[config.mk]
export PLATFORM = sky130hd
export DESIGN_NAME = chop_carrier
export DESIGN_NICKNAME = d
export VERILOG_FILES = /design/src/rtl/chop_pkg.sv /design/src/rtl/chop_cfg_hold.sv /design/src/rtl/chop_timing.sv /design/src/rtl/chop_lane.sv /design/src/rtl/chop_carrier.sv
export SDC_FILE = /design/constraint.sdc
export NUM_CORES = 1
export LEC_CHECK = 0
export BUFFER_PORTS_ARGS = -buffer_cell sky130_fd_sc_hd__buf_2
export CAP_MARGIN = 40
export CELL_PAD_IN_SITES_DETAIL_PLACEMENT = 1
export CELL_PAD_IN_SITES_GLOBAL_PLACEMENT = 1
export CORE_ASPECT_RATIO = 0.6
export CORE_UTILIZATION = 51
export DETAILED_ROUTE_END_ITERATION = 16
export PLACE_DENSITY = 0.85
export SYNTH_ARGS = -nofsm -noshare
export SYNTH_HDL_FRONTEND = slang
export SYNTH_HIERARCHICAL = 1
export SYNTH_SLANG_ARGS = --single-unit
[constraint.sdc]
create_clock -name clk -period 5.7 [get_ports clk]
set_clock_uncertainty 0.1 [all_clocks]
set_input_delay 0.57 -clock clk [delete_from_list [all_inputs] [get_ports clk]]
set_output_delay 0.57 -clock clk [all_outputs]
set_load 0.02 [all_outputs]
[src/rtl/chop_pkg.sv]
package chop_pkg;
  localparam int FREQ_W_D  = 4;
  localparam int DUTY_W_D  = 3;
  localparam int STRT_W_D  = 4;
  localparam int UNIT_LG_D = 4;

  typedef enum logic {
    PH_START = 1'b0,
    PH_CARR  = 1'b1
  } chop_phase_e;
endpackage

[src/rtl/chop_cfg_hold.sv]
module chop_cfg_hold #(
  parameter int NCH    = 2,
  parameter int FREQ_W = chop_pkg::FREQ_W_D,
  parameter int DUTY_W = chop_pkg::DUTY_W_D,
  parameter int STRT_W = chop_pkg::STRT_W_D
) (
  input  logic              clk,
  input  logic              rst_n,
  input  logic [NCH-1:0]    en_i,
  input  logic [FREQ_W-1:0] freq_i,
  input  logic [DUTY_W-1:0] duty_i,
  input  logic [STRT_W-1:0] strt_i,
  output logic [FREQ_W-1:0] freq_q,
  output logic [DUTY_W-1:0] duty_q,
  output logic [STRT_W-1:0] strt_q
);
  logic any_on;
  assign any_on = |en_i;

  always_ff @(posedge clk or negedge rst_n) begin
    if (!rst_n) begin
      freq_q <= '0;
      duty_q <= '0;
      strt_q <= '0;
    end else if (!any_on) begin
      freq_q <= freq_i;
      duty_q <= duty_i;
      strt_q <= strt_i;
    end
  end

  // settings frozen while any channel chops
  p_cfg_frozen_r8: assert property (@(posedge clk) disable iff (!rst_n)
    any_on |=> ($stable(freq_q) && $stable(duty_q) && $stable(strt_q)));
endmodule

[src/rtl/chop_timing.sv]
module chop_timing #(
  parameter int FREQ_W  = chop_pkg::FREQ_W_D,
  parameter int DUTY_W  = chop_pkg::DUTY_W_D,
  parameter int STRT_W  = chop_pkg::STRT_W_D,
  parameter int UNIT_LG = chop_pkg::UNIT_LG_D,
  parameter int CW      = ((STRT_W > FREQ_W) ? STRT_W : FREQ_W) + UNIT_LG
) (
  input  logic [FREQ_W-1:0] freq_i,
  input  logic [DUTY_W-1:0] duty_i,
  input  logic [STRT_W-1:0] strt_i,
  output logic [CW-1:0]     start_last_o,
  output logic [CW-1:0]     period_last_o,
  output logic [CW-1:0]     high_len_o
);
  localparam logic [CW-1:0] UNIT_ONES = CW'((1 << UNIT_LG) - 1);
  localparam int            STEP_SH   = UNIT_LG - DUTY_W;

  logic [CW-1:0] step_len;

  always_comb begin
    start_last_o  = (CW'(strt_i) << UNIT_LG) | UNIT_ONES;
    period_last_o = (CW'(freq_i) << UNIT_LG) | UNIT_ONES;
    step_len      = (CW'(freq_i) + CW'(1)) << STEP_SH;
    high_len_o    = CW'(duty_i) * step_len;
  end

  initial begin
    a_step_fits: assert (UNIT_LG >= DUTY_W);
  end
endmodule

[src/rtl/chop_lane.sv]
module chop_lane #(
  parameter int CW = 8
) (
  input  logic          clk,
  input  logic          rst_n,
  input  logic          en_i,
  input  logic          ref_i,
  input  logic [CW-1:0] start_last_i,
  input  logic [CW-1:0] period_last_i,
  input  logic [CW-1:0] high_len_i,
  output logic          out_o
);
  import chop_pkg::*;

  chop_phase_e phase_q;
  logic [CW-1:0] cnt_q;
  logic active, mask;

  assign active = en_i & ref_i;

  always_ff @(posedge clk or negedge rst_n) begin
    if (!rst_n) begin
      phase_q <= PH_START;
      cnt_q   <= '0;
    end else if (!active) begin
      phase_q <= PH_START;
      cnt_q   <= '0;
    end else begin
      unique case (phase_q)
        PH_START: begin
          if (cnt_q == start_last_i) begin
            phase_q <= PH_CARR;
            cnt_q   <= '0;
          end else begin
            cnt_q <= cnt_q + CW'(1);
          end
        end
        PH_CARR: begin
          if (cnt_q == period_last_i) cnt_q <= '0;
          else                        cnt_q <= cnt_q + CW'(1);
        end
        default: begin
          phase_q <= PH_START;
          cnt_q   <= '0;
        end
      endcase
    end
  end

  always_comb begin
    mask  = (phase_q == PH_START) ? 1'b1 : (cnt_q < high_len_i);
    out_o = en_i ? (ref_i & mask) : ref_i;
  end

  // each active phase begins from a fresh start pulse
  p_rearm_r7: assert property (@(posedge clk) disable iff (!rst_n)
    (active && !$past(active)) |-> (phase_q == PH_START && cnt_q == '0));
  // start pulse hands over to carrier right after its last cycle
  p_start_end_r3: assert property (@(posedge clk) disable iff (!rst_n)
    (active && phase_q == PH_START && cnt_q == start_last_i)
      |=> (!active || (phase_q == PH_CARR && cnt_q == '0)));
  // carrier counter wraps at the period boundary
  p_wrap_r4: assert property (@(posedge clk) disable iff (!rst_n)
    (active && phase_q == PH_CARR && cnt_q == period_last_i)
      |=> (!active || cnt_q == '0));
  // zero duty leaves no carrier pulses
  p_duty0_r6: assert property (@(posedge clk) disable iff (!rst_n)
    (en_i && phase_q == PH_CARR && high_len_i == '0) |-> !out_o);
  // carrier count never leaves its period
  p_in_period_r5: assert property (@(posedge clk) disable iff (!rst_n)
    (active && phase_q == PH_CARR) |-> (cnt_q <= period_last_i));
endmodule

[src/rtl/chop_carrier.sv]
module chop_carrier #(
  parameter int NCH     = 2,
  parameter int FREQ_W  = chop_pkg::FREQ_W_D,
  parameter int DUTY_W  = chop_pkg::DUTY_W_D,
  parameter int STRT_W  = chop_pkg::STRT_W_D,
  parameter int UNIT_LG = chop_pkg::UNIT_LG_D
) (
  input  logic              clk,
  input  logic              rst_n,
  input  logic [NCH-1:0]    chop_en,
  input  logic [NCH-1:0]    ref_in,
  input  logic [FREQ_W-1:0] cfg_freq,
  input  logic [DUTY_W-1:0] cfg_duty,
  input  logic [STRT_W-1:0] cfg_start,
  output logic [NCH-1:0]    chop_out
);
  localparam int CW = ((STRT_W > FREQ_W) ? STRT_W : FREQ_W) + UNIT_LG;

  logic [FREQ_W-1:0] freq_q;
  logic [DUTY_W-1:0] duty_q;
  logic [STRT_W-1:0] strt_q;
  logic [CW-1:0]     start_last, period_last, high_len;

  chop_cfg_hold #(.NCH(NCH), .FREQ_W(FREQ_W), .DUTY_W(DUTY_W), .STRT_W(STRT_W))
    u_cfg (
      .clk(clk), .rst_n(rst_n), .en_i(chop_en),
      .freq_i(cfg_freq), .duty_i(cfg_duty), .strt_i(cfg_start),
      .freq_q(freq_q), .duty_q(duty_q), .strt_q(strt_q)
    );

  chop_timing #(.FREQ_W(FREQ_W), .DUTY_W(DUTY_W), .STRT_W(STRT_W),
                .UNIT_LG(UNIT_LG), .CW(CW))
    u_tim (
      .freq_i(freq_q), .duty_i(duty_q), .strt_i(strt_q),
      .start_last_o(start_last), .period_last_o(period_last),
      .high_len_o(high_len)
    );

  for (genvar g = 0; g < NCH; g++) begin : g_lane
    chop_lane #(.CW(CW)) u_lane (
      .clk(clk), .rst_n(rst_n), .en_i(chop_en[g]), .ref_i(ref_in[g]),
      .start_last_i(start_last), .period_last_i(period_last),
      .high_len_i(high_len), .out_o(chop_out[g])
    );

    // disabled channel is a plain pass-through
    p_bypass_r2: assert property (@(posedge clk) disable iff (!rst_n)
      !chop_en[g] |-> (chop_out[g] == ref_in[g]));
    // low reference gives low output on an enabled channel
    p_ref_low_r7: assert property (@(posedge clk) disable iff (!rst_n)
      (chop_en[g] && !ref_in[g]) |-> !chop_out[g]);
  end
endmodule

==> flow_summary.toml, run 1 <==
[run_status]
outcome = "completed"

[timing]
setup-tns-final_ps = 0
fin_crit_ps = 4890
timing.final.max_slew_violations = 0
timing_hold_violations_final = 0
timing.fmax_mhz = 205
setup_viol = 0
holdWs_ps = 225
worst_slew_pin_slew_ps = 787
rsz0062_at_grt = "no"
max_slew_margin_pct = 47.5
fin_crit_sh_pct = 85.7
setup_slack_ps = 814

[power_and_ir_drop]
cellPowerDensity_nw_per_um2 = 286
ir_drop_mv = 0.156
p_leak_uw = 0.00139

[finish]
area_delta_synth_final_pct = 5.54
n_fill_cell = 541
layout-drive-gt1-share_pct = 17.1
multi_input_area_um2 = 1510
seq_area_um2 = 726
antennaDiodeCount = 0
final_net_count = 312
final_area_um2 = 2620

[global_route]
grt_pass1_wl_um = 10100
grt_start_max_net_pins = 30
grt_use_total_pct = 26.4
antenna_found_initial = 0
grt_remaining_overflow = 0
grt_pass1_vias = 1922

[place]
dp_hpwl_um = 4650
place_congestion = 0.880
placed_cell_area_um2 = 2500
io_buffers = 18
place_ws_ps = 1150

[worst_setup_path]
cp.arrival_ps = 4220
start_kind = "flip-flop"
required_ps = 5030
crit_fanout = 8
crit_type = "reg -> out"
end_kind = "primary output"

[floorplan]
dieWidth_um = 92.1
die_area_um2 = 5160
rows = 19
ios = 19
die_h_um = 56.1
fp.coreArea_um2 = 4640
initial_core_util_pct = 53.6

[synth]
synth_xor_area_share_pct = 17.9
synth_cell_types = 38
yosys-top-cells-area = "dfrtp_1 29%, xor2_1 14%, ha_1 12%, mux2_4 6.0%, buf_4 5.4%"
yosys_warnings = 6
synth_most_common_cell = "xor2_1"
synth_ff_type = "dfrtp_1"
synthSimpleGateAreaFrac_pct = 14.0
synth_compound_area_share_pct = 6.30
muxShareOfSynthArea_pct = 6.50
synth_common_cells = "41 x xor2_1, 29 x dfrtp_1, 25 x inv_1, 23 x ha_1, 19 x nor2_1"
synth_top_area_share_pct = 29.2
ys_seq_area_share_pct = 29.2
async_flop_share_pct = 100
postSynthCellCount = 258
synth_top_family_by_area = "XOR/XNOR gates"
ys_ff_latch = 29
synth-edff-count = 0
synthesis.area_um2 = 2480
synth_area_per_cell_um2 = 9.63
synthAdderAreaFrac_pct = 14.8
synth_area_leader_cell = "dfrtp_1"

[clocking]
cts.hold.buffers_added = 0
clk_latency_ps = 290
clkTransAtPathRegs_ps = 70
cts_buffer_depth = 2
root_buffer = "clkbuf_8"
htreeDepth = 2
cts-resized-gates = 0
cts_setup_buffers = 0
numCtsBuffers = 5
cts.sinks = 29
tritoncts = "built"

[detailed_routing]
drt-initial-drc-count = 57
wl_per_cell_um = 17.8
via_per_inst = 5.27
drtAntennaViolNets = 0
drc_errors = 0
num_vias = 1751
first_pass_iters = 4
routed_wl_um = 5910

[min_path]
worst_hold_path_type = "in -> async"

[job]
maxCapViolations = 0
-- layout make-up --
class / count / area share [%]
clock buffer: 6 / 3.15
clock inverter: 2 / 1.43
inverter: 25 / 3.58
multi-input combinational: 189 / 57.7
sequential: 29 / 27.7
tap: 63 / 3.01
timing repair buffer: 18 / 3.44
-- final timing paths --
kind | startpoint | end | slack [ps] | cells past startpoint
setup / recovery | u_cfg/freq_q[0] | chop_out[0] | 810 | 18
hold reg to reg | g_lane[0].u_lane/cnt_q[0] | g_lane[0].u_lane/cnt_q[0] | 450 | 1
min in group clk | cfg_duty[0] | u_cfg/duty_q[0] | 410 | 2
setup reg to reg | g_lane[0].u_lane/cnt_q[6] | g_lane[0].u_lane/cnt_q[3] | 3790 | 5
max in group asynchronous | rst_n | g_lane[1].u_lane/cnt_q[1] | 4820 | 1
hold / removal | rst_n | u_cfg/duty_q[1] | 220 | 1
-- state kept, by name, summed over array words and instances, names as in the netlist --
signal,flops
u_cfg/freq_q,4
g_lane.u_lane/phase_q,2
g_lane.u_lane/cnt_q,16
u_cfg/duty_q,3
u_cfg/strt_q,4
-- per-stage QoR --
step,instances,utilization (%),power [uW]
2_1_floorplan,265,-,454
3_3_place_gp,324,54.0,504
3_5_place_dp,324,54.0,517
4_1_cts,332,56.5,753
5_1_grt,332,56.5,800
6_report,332,56.5,748
-- layer usage --
metal	GRT usage, %	wire (um)
met5	0	0
met1	38.5	3100
met2	39.6	2590
met4	7.37	47
met3	5.74	175
-- where the power goes --
part,leakage [uW],internal [uW],total [uW],switching (uW)
Combinational,0.000951,118,271,153
Clock,0.0000574,142,231,88.6
Sequential,0.000378,219,246,27.9
-- cell families after synthesis --
logic type                 count (synthesis)
and+or+nand+nor                           69
xor gates and xnor gates                  50
buffers and inverters                     47
DFF                                       29
adders and majority gates                 27
AOI/OAI and AO/OA                         23
muxes                                     11
other                                      2
-- cells in the final DEF, fill, tap and decap left out, drive strengths merged, types with 5 or more instances in the layout --
cell type and instances:
nor4 8, and3 5, xor2 41, ha 23
nor2 20, clkbuf 6, xnor2 9, nand3 9
buf 18, nand2 14, mux2 11, dfrtp 29
a21oi 7, inv 25, conb 9
-- critical path: stages (launching register included) --
cell      delay, ps
dfrtp_1         560
ha_1            250
xor2_1          290
nand2_1         130
fa_1            430
inv_1            70
ha_1            160
inv_1            60
fa_1            390
inv_1            70
a21o_1          110
a21oi_1          70
xnor2_1         250
inv_1            80
ha_1            330
a21oi_1         180
o211ai_1        130
o21ai_0         180
buf_2           200
Note: power is estimated with default switching activity, not from simulation.
==> run 2, diff against run 1 <==
--- a/config.mk
+++ b/config.mk
@@ -9,7 +9,7 @@
 export CAP_MARGIN = 40
 export CELL_PAD_IN_SITES_DETAIL_PLACEMENT = 1
 export CELL_PAD_IN_SITES_GLOBAL_PLACEMENT = 1
-export CORE_ASPECT_RATIO = 0.6
+export CORE_ASPECT_RATIO = 1.75
 export CORE_UTILIZATION = 51
 export DETAILED_ROUTE_END_ITERATION = 16
 export PLACE_DENSITY = 0.85
==> flow_summary.toml, run 2 (synthesis results as in run 1) <==
[worst_setup_path]
reg2reg_depth = 5
crit_cells = 18
crit_buf_inv = 5
crit_top_cell = "inv_1"
rr_endpoint = "g_lane[0].u_lane/cnt_q[7]"
crit_type = "reg -> out"
required_ps = 5030
rrSetupSlack_ps = 3750
cp.arrival_ps = 4020
end_kind = "primary output"
slowest_delay_ps = 490
start_kind = "flip-flop"
crit_fanout = 8
r2r_start = "g_lane[0].u_lane/cnt_q[4]"
critical_path.cell_chain = "ha_1 > xor2_1 > nand2_1 > fa_1 > inv_1 > ha_1 > inv_1 > fa_1 > inv_1 > a21o_1 > a21oi_1 > xnor2_1 > inv_1 > ha_1 > a21oi_1 > o211ai_1 > o21ai_0 > buf_2"
cpMaxStageDelayCell = "dfrtp_1"
critPathTopFamily = "adder cells"

[timing]
timing.final.max_slew_violations = 0
holdWs_ps = 218
setup_viol = 0
worst_slew_pin_slew_ps = 759
fin_crit_sh_pct = 82.3
rsz0062_at_grt = "no"
setup-tns-final_ps = 0
timing_hold_violations_final = 0
timing.fmax_mhz = 213
max_slew_margin_pct = 49.3
fin_crit_ps = 4690

[detailed_routing]
wl_met2_um = 3270
wl_met3_um = 103
top_layer = "met4"
drc_errors = 0
num_vias = 1777
m1WireLength_um = 1980
first_pass_iters = 4
drt-initial-drc-count = 23
drtAntennaViolNets = 0
routed_wl_um = 5670
wl_per_cell_um = 17.8
via_per_inst = 5.57

[global_route]
grt_use_total_pct = 25.2
grt_remaining_overflow = 0
grt_pass1_wl_um = 9090
grt_start_max_net_pins = 30
antenna_found_initial = 0
grt_pass1_vias = 2056

[floorplan]
die_h_um = 94.3
ios = 19
rows = 33
die_area_um2 = 5160
initial_core_util_pct = 53.2
fp.coreArea_um2 = 4670
dieWidth_um = 54.8

[clocking]
tritoncts = "built"
numCtsBuffers = 5
cts.hold.buffers_added = 0
root_buffer = "clkbuf_8"
cts_buffer_depth = 2
clkTransAtPathRegs_ps = 60
cts.sinks = 29
htreeDepth = 2
cts_setup_buffers = 0
cts-resized-gates = 0
clk_latency_ps = 270

[job]
maxCapViolations = 0

[min_path]
worst_hold_path_type = "in -> async"

[place]
dp_hpwl_um = 4660
place_congestion = 0.863
io_buffers = 18
numPlacedInstances = 313
placed_cell_area_um2 = 2490

[finish]
area_delta_synth_final_pct = 3.12
top_register = "g_lane.u_lane/cnt_q"
layout_common_cells = "41 x xor2_1, 29 x dfrtp_1, 25 x inv_1"
final_area_um2 = 2560
post_layout_nonfiller_instances = 319
final_net_count = 312
n_fill_cell = 553
layout_commonest_cell = "xor2_1"
largest_reg_flops = 16
layout-drive-gt1-share_pct = 16.5
antennaDiodeCount = 0
reg_top3 = "g_lane.u_lane/cnt_q: 16 flops, u_cfg/freq_q: 4 flops, u_cfg/strt_q: 4 flops"

[run_status]
outcome = "completed"

[power_and_ir_drop]
cellPowerDensity_nw_per_um2 = 258
ir_drop_mv = 0.149
p_leak_uw = 0.00137
## run 2: report_power, final
group          switching [uW]  total, uW  internal (uW)
Combinational             151        271            120
Clock                    68.2        148           79.9
Sequential               24.1        243            219
## run 2: how the worst max path moves through the flow
stage | end | start | slack, ps
after floorplan | chop_out[0] | u_cfg/freq_q[0] | 1560
final | chop_out[0] | u_cfg/freq_q[0] | 1010
after global routing | chop_out[0] | u_cfg/freq_q[0] | 790
after global placement | chop_out[1] | u_cfg/freq_q[0] | 1450
after CTS | chop_out[0] | u_cfg/freq_q[0] | 1020
after detailed placement | chop_out[0] | u_cfg/freq_q[0] | 1340
## run 2: through the flow
step | util (%) | power, uW | worst slack [ps]
after floorplan | - | 454 | 1560
after global placement | 53.3 | 503 | 1450
after detailed placement | 53.3 | 517 | 1340
after CTS | 54.9 | 671 | 1020
after global routing | 54.9 | 720 | 791
final | 54.9 | 662 | 1010
## run 2: per-layer routing
layer / global-route usage [%] / vias to the layer above
li1: - / 833
met1: 22.4 / 888
met2: 48.1 / 32
met3: 4.37 / 24
met4: 14.7 / 0
met5: 0 / -
## run 2: cell type report
cell class | instances | area, um^2 | share of cell area, %
clock buffers | 5 | 68.8 | 2.69
clock inverters | 1 | 5.00 | 0.195
inverters | 25 | 93.8 | 3.66
multi-input cells | 189 | 1510 | 59.1
flip-flops and latches | 29 | 726 | 28.3
well taps | 52 | 65.1 | 2.54
repair buffers | 18 | 90.1 | 3.52
==> run 3, diff against run 2 <==
--- a/config.mk
+++ b/config.mk
@@ -10,9 +10,9 @@
 export CELL_PAD_IN_SITES_DETAIL_PLACEMENT = 1
 export CELL_PAD_IN_SITES_GLOBAL_PLACEMENT = 1
 export CORE_ASPECT_RATIO = 1.75
-export CORE_UTILIZATION = 51
+export CORE_UTILIZATION = 47
 export DETAILED_ROUTE_END_ITERATION = 16
-export PLACE_DENSITY = 0.85
+export PLACE_DENSITY = 0.79
 export SYNTH_ARGS = -nofsm -noshare
 export SYNTH_HDL_FRONTEND = slang
 export SYNTH_HIERARCHICAL = 1
==> constraint.sdc (replaced) <==
create_clock -name clk -period 4.5 [get_ports clk]
set_clock_uncertainty 0.1 [all_clocks]
set_input_delay 0.45 -clock clk [delete_from_list [all_inputs] [get_ports clk]]
set_output_delay 0.45 -clock clk [all_outputs]
set_load 0.02 [all_outputs]
==> flow_summary.toml, run 3 (synthesis results as in run 1) <==
[worst_setup_path]
crit_type = "reg -> out"
crit_fanout = 3
start_kind = "flip-flop"
reg2reg_depth = 5
cp.arrival_ps = 3950
rr_endpoint = "g_lane[0].u_lane/cnt_q[4]"
required_ps = 3950
end_kind = "primary output"
r2r_start = "g_lane[0].u_lane/cnt_q[6]"
timing.critical_path.from = "u_cfg/freq_q[0]"
rrSetupSlack_ps = 2380
crit_end = "chop_out[1]"

[timing]
fin_crit_ps = 4500
holdWs_ps = 107
timing_hold_violations_final = 0
worst_slew_pin_slew_ps = 730
timing.fmax_mhz = 222
timing.final.max_slew_violations = 0
max_slew_margin_pct = 51.3
fin_crit_sh_pct = 99.9
setup_viol = 0

[detailed_routing]
drc_errors = 0
routed_wl_um = 6460
m1WireLength_um = 2430
num_vias = 1794
via_per_inst = 5.44
wl_met2_um = 3560
top_layer = "met4"
wl_per_cell_um = 19.6
drtAntennaViolNets = 0
wl_met3_um = 134
first_pass_iters = 6
drt-initial-drc-count = 34

[floorplan]
initial_core_util_pct = 49.5
rows = 34
die_area_um2 = 5590
die_h_um = 98.2
ios = 19
dieWidth_um = 57.0
fp.coreArea_um2 = 5020

[finish]
antennaDiodeCount = 0
top_register = "g_lane.u_lane/cnt_q"
layout-drive-gt1-share_pct = 25.4
layout_common_cells = "40 x xor2_1, 27 x dfrtp_1, 23 x inv_1"
area_delta_synth_final_pct = 12.3
reg_top3 = "g_lane.u_lane/cnt_q: 16 flops, u_cfg/freq_q: 4 flops, u_cfg/strt_q: 4 flops"
layout_commonest_cell = "xor2_1"
final_net_count = 319
largest_reg_flops = 16

[global_route]
grt_pass1_vias = 1988
grt_use_total_pct = 23.4
grt_pass1_wl_um = 9710
grt_remaining_overflow = 0
antenna_found_initial = 0
grt_start_max_net_pins = 30

[place]
dp_hpwl_um = 4590
io_buffers = 18
place_congestion = 0.855

[clocking]
tritoncts = "built"
cts.sinks = 29
htreeDepth = 2
clkTransAtPathRegs_ps = 70
clk_latency_ps = 280
root_buffer = "clkbuf_8"
numCtsBuffers = 5
cts_buffer_depth = 2

[power_and_ir_drop]
ir_drop_mv = 0.195
cellPowerDensity_nw_per_um2 = 377
p_leak_uw = 0.00145
p_total_uw = 1050

[min_path]
worst_hold_path_type = "in -> async"

[job]
maxCapViolations = 0

[run_status]
outcome = "completed"
[run 3: what timing repair did]
action | in CTS | in global routing
pin swaps | 1 | 11
resized for setup | 5 | 20
cloned | 0 | 0
hold buffers | 0 | 0
setup endpoints to repair | 2 | 2
setup buffers | 0 | 6
[run 3: how the worst min path moves through the flow]
stage / to / start
final: u_cfg/freq_q[0] / rst_n
after global routing: u_cfg/strt_q[0] / rst_n
after CTS: u_cfg/strt_q[0] / rst_n
after detailed placement: u_cfg/strt_q[0] / rst_n
after global placement: u_cfg/strt_q[0] / rst_n
after floorplan: g_lane[0].u_lane/cnt_q[0] / rst_n
[run 3: layer usage]
layer / vias to the layer above / track usage [%]
li1: 853 / -
met4: 0 / 12.6
met5: - / 0
met3: 23 / 3.18
met2: 32 / 43.5
met1: 886 / 24.3
[run 3: metrics by stage]
stage	area, um^2	utilization (%)	setup WS, ps	setup TNS (ps)	std cells
after global placement	2500	49.8	369	0	316
after floorplan	2510	-	482	0	265
final	2790	55.6	3.06	0	330
after CTS	2630	52.4	3.59	0	324
after global routing	2790	55.6	-113	-151	330
after detailed placement	2500	49.8	206	0	316
[run 3: power breakdown]
| group | total (uW) | switching, uW | leakage (uW) | internal, uW |
|---|---|---|---|---|
| logic | 463 | 249 | 0.00102 | 214 |
| registers | 309 | 30.9 | 0.000376 | 278 |
| clock network | 281 | 101 | 0.0000585 | 180 |
| total | 1050 | 381 | 0.00145 | 672 |
[run 3: final cells by class]
class / count / area, um^2
inverter: 25 / 93.8
tap: 54 / 67.6
clock inverter: 1 / 30.0
fill: 572 / 2230
sequential: 29 / 728
timing repair buffer: 25 / 160
clock buffer: 7 / 86.3
multi-input combinational: 189 / 1620
[run 3: critical path, stage by stage, from the launching register on]
cell and delay (ps):
dfrtp_1 380, buf_4 140, ha_4 180, xor2_4 220, nand2_1 110, fa_2 580, inv_1 60, ha_1 300
a21o_1 200, a21oi_2 160, xnor2_1 170, inv_1 80, ha_1 320, nor2b_1 150, o21ai_1 120, nand2b_1 70
a31oi_1 220, buf_4 190
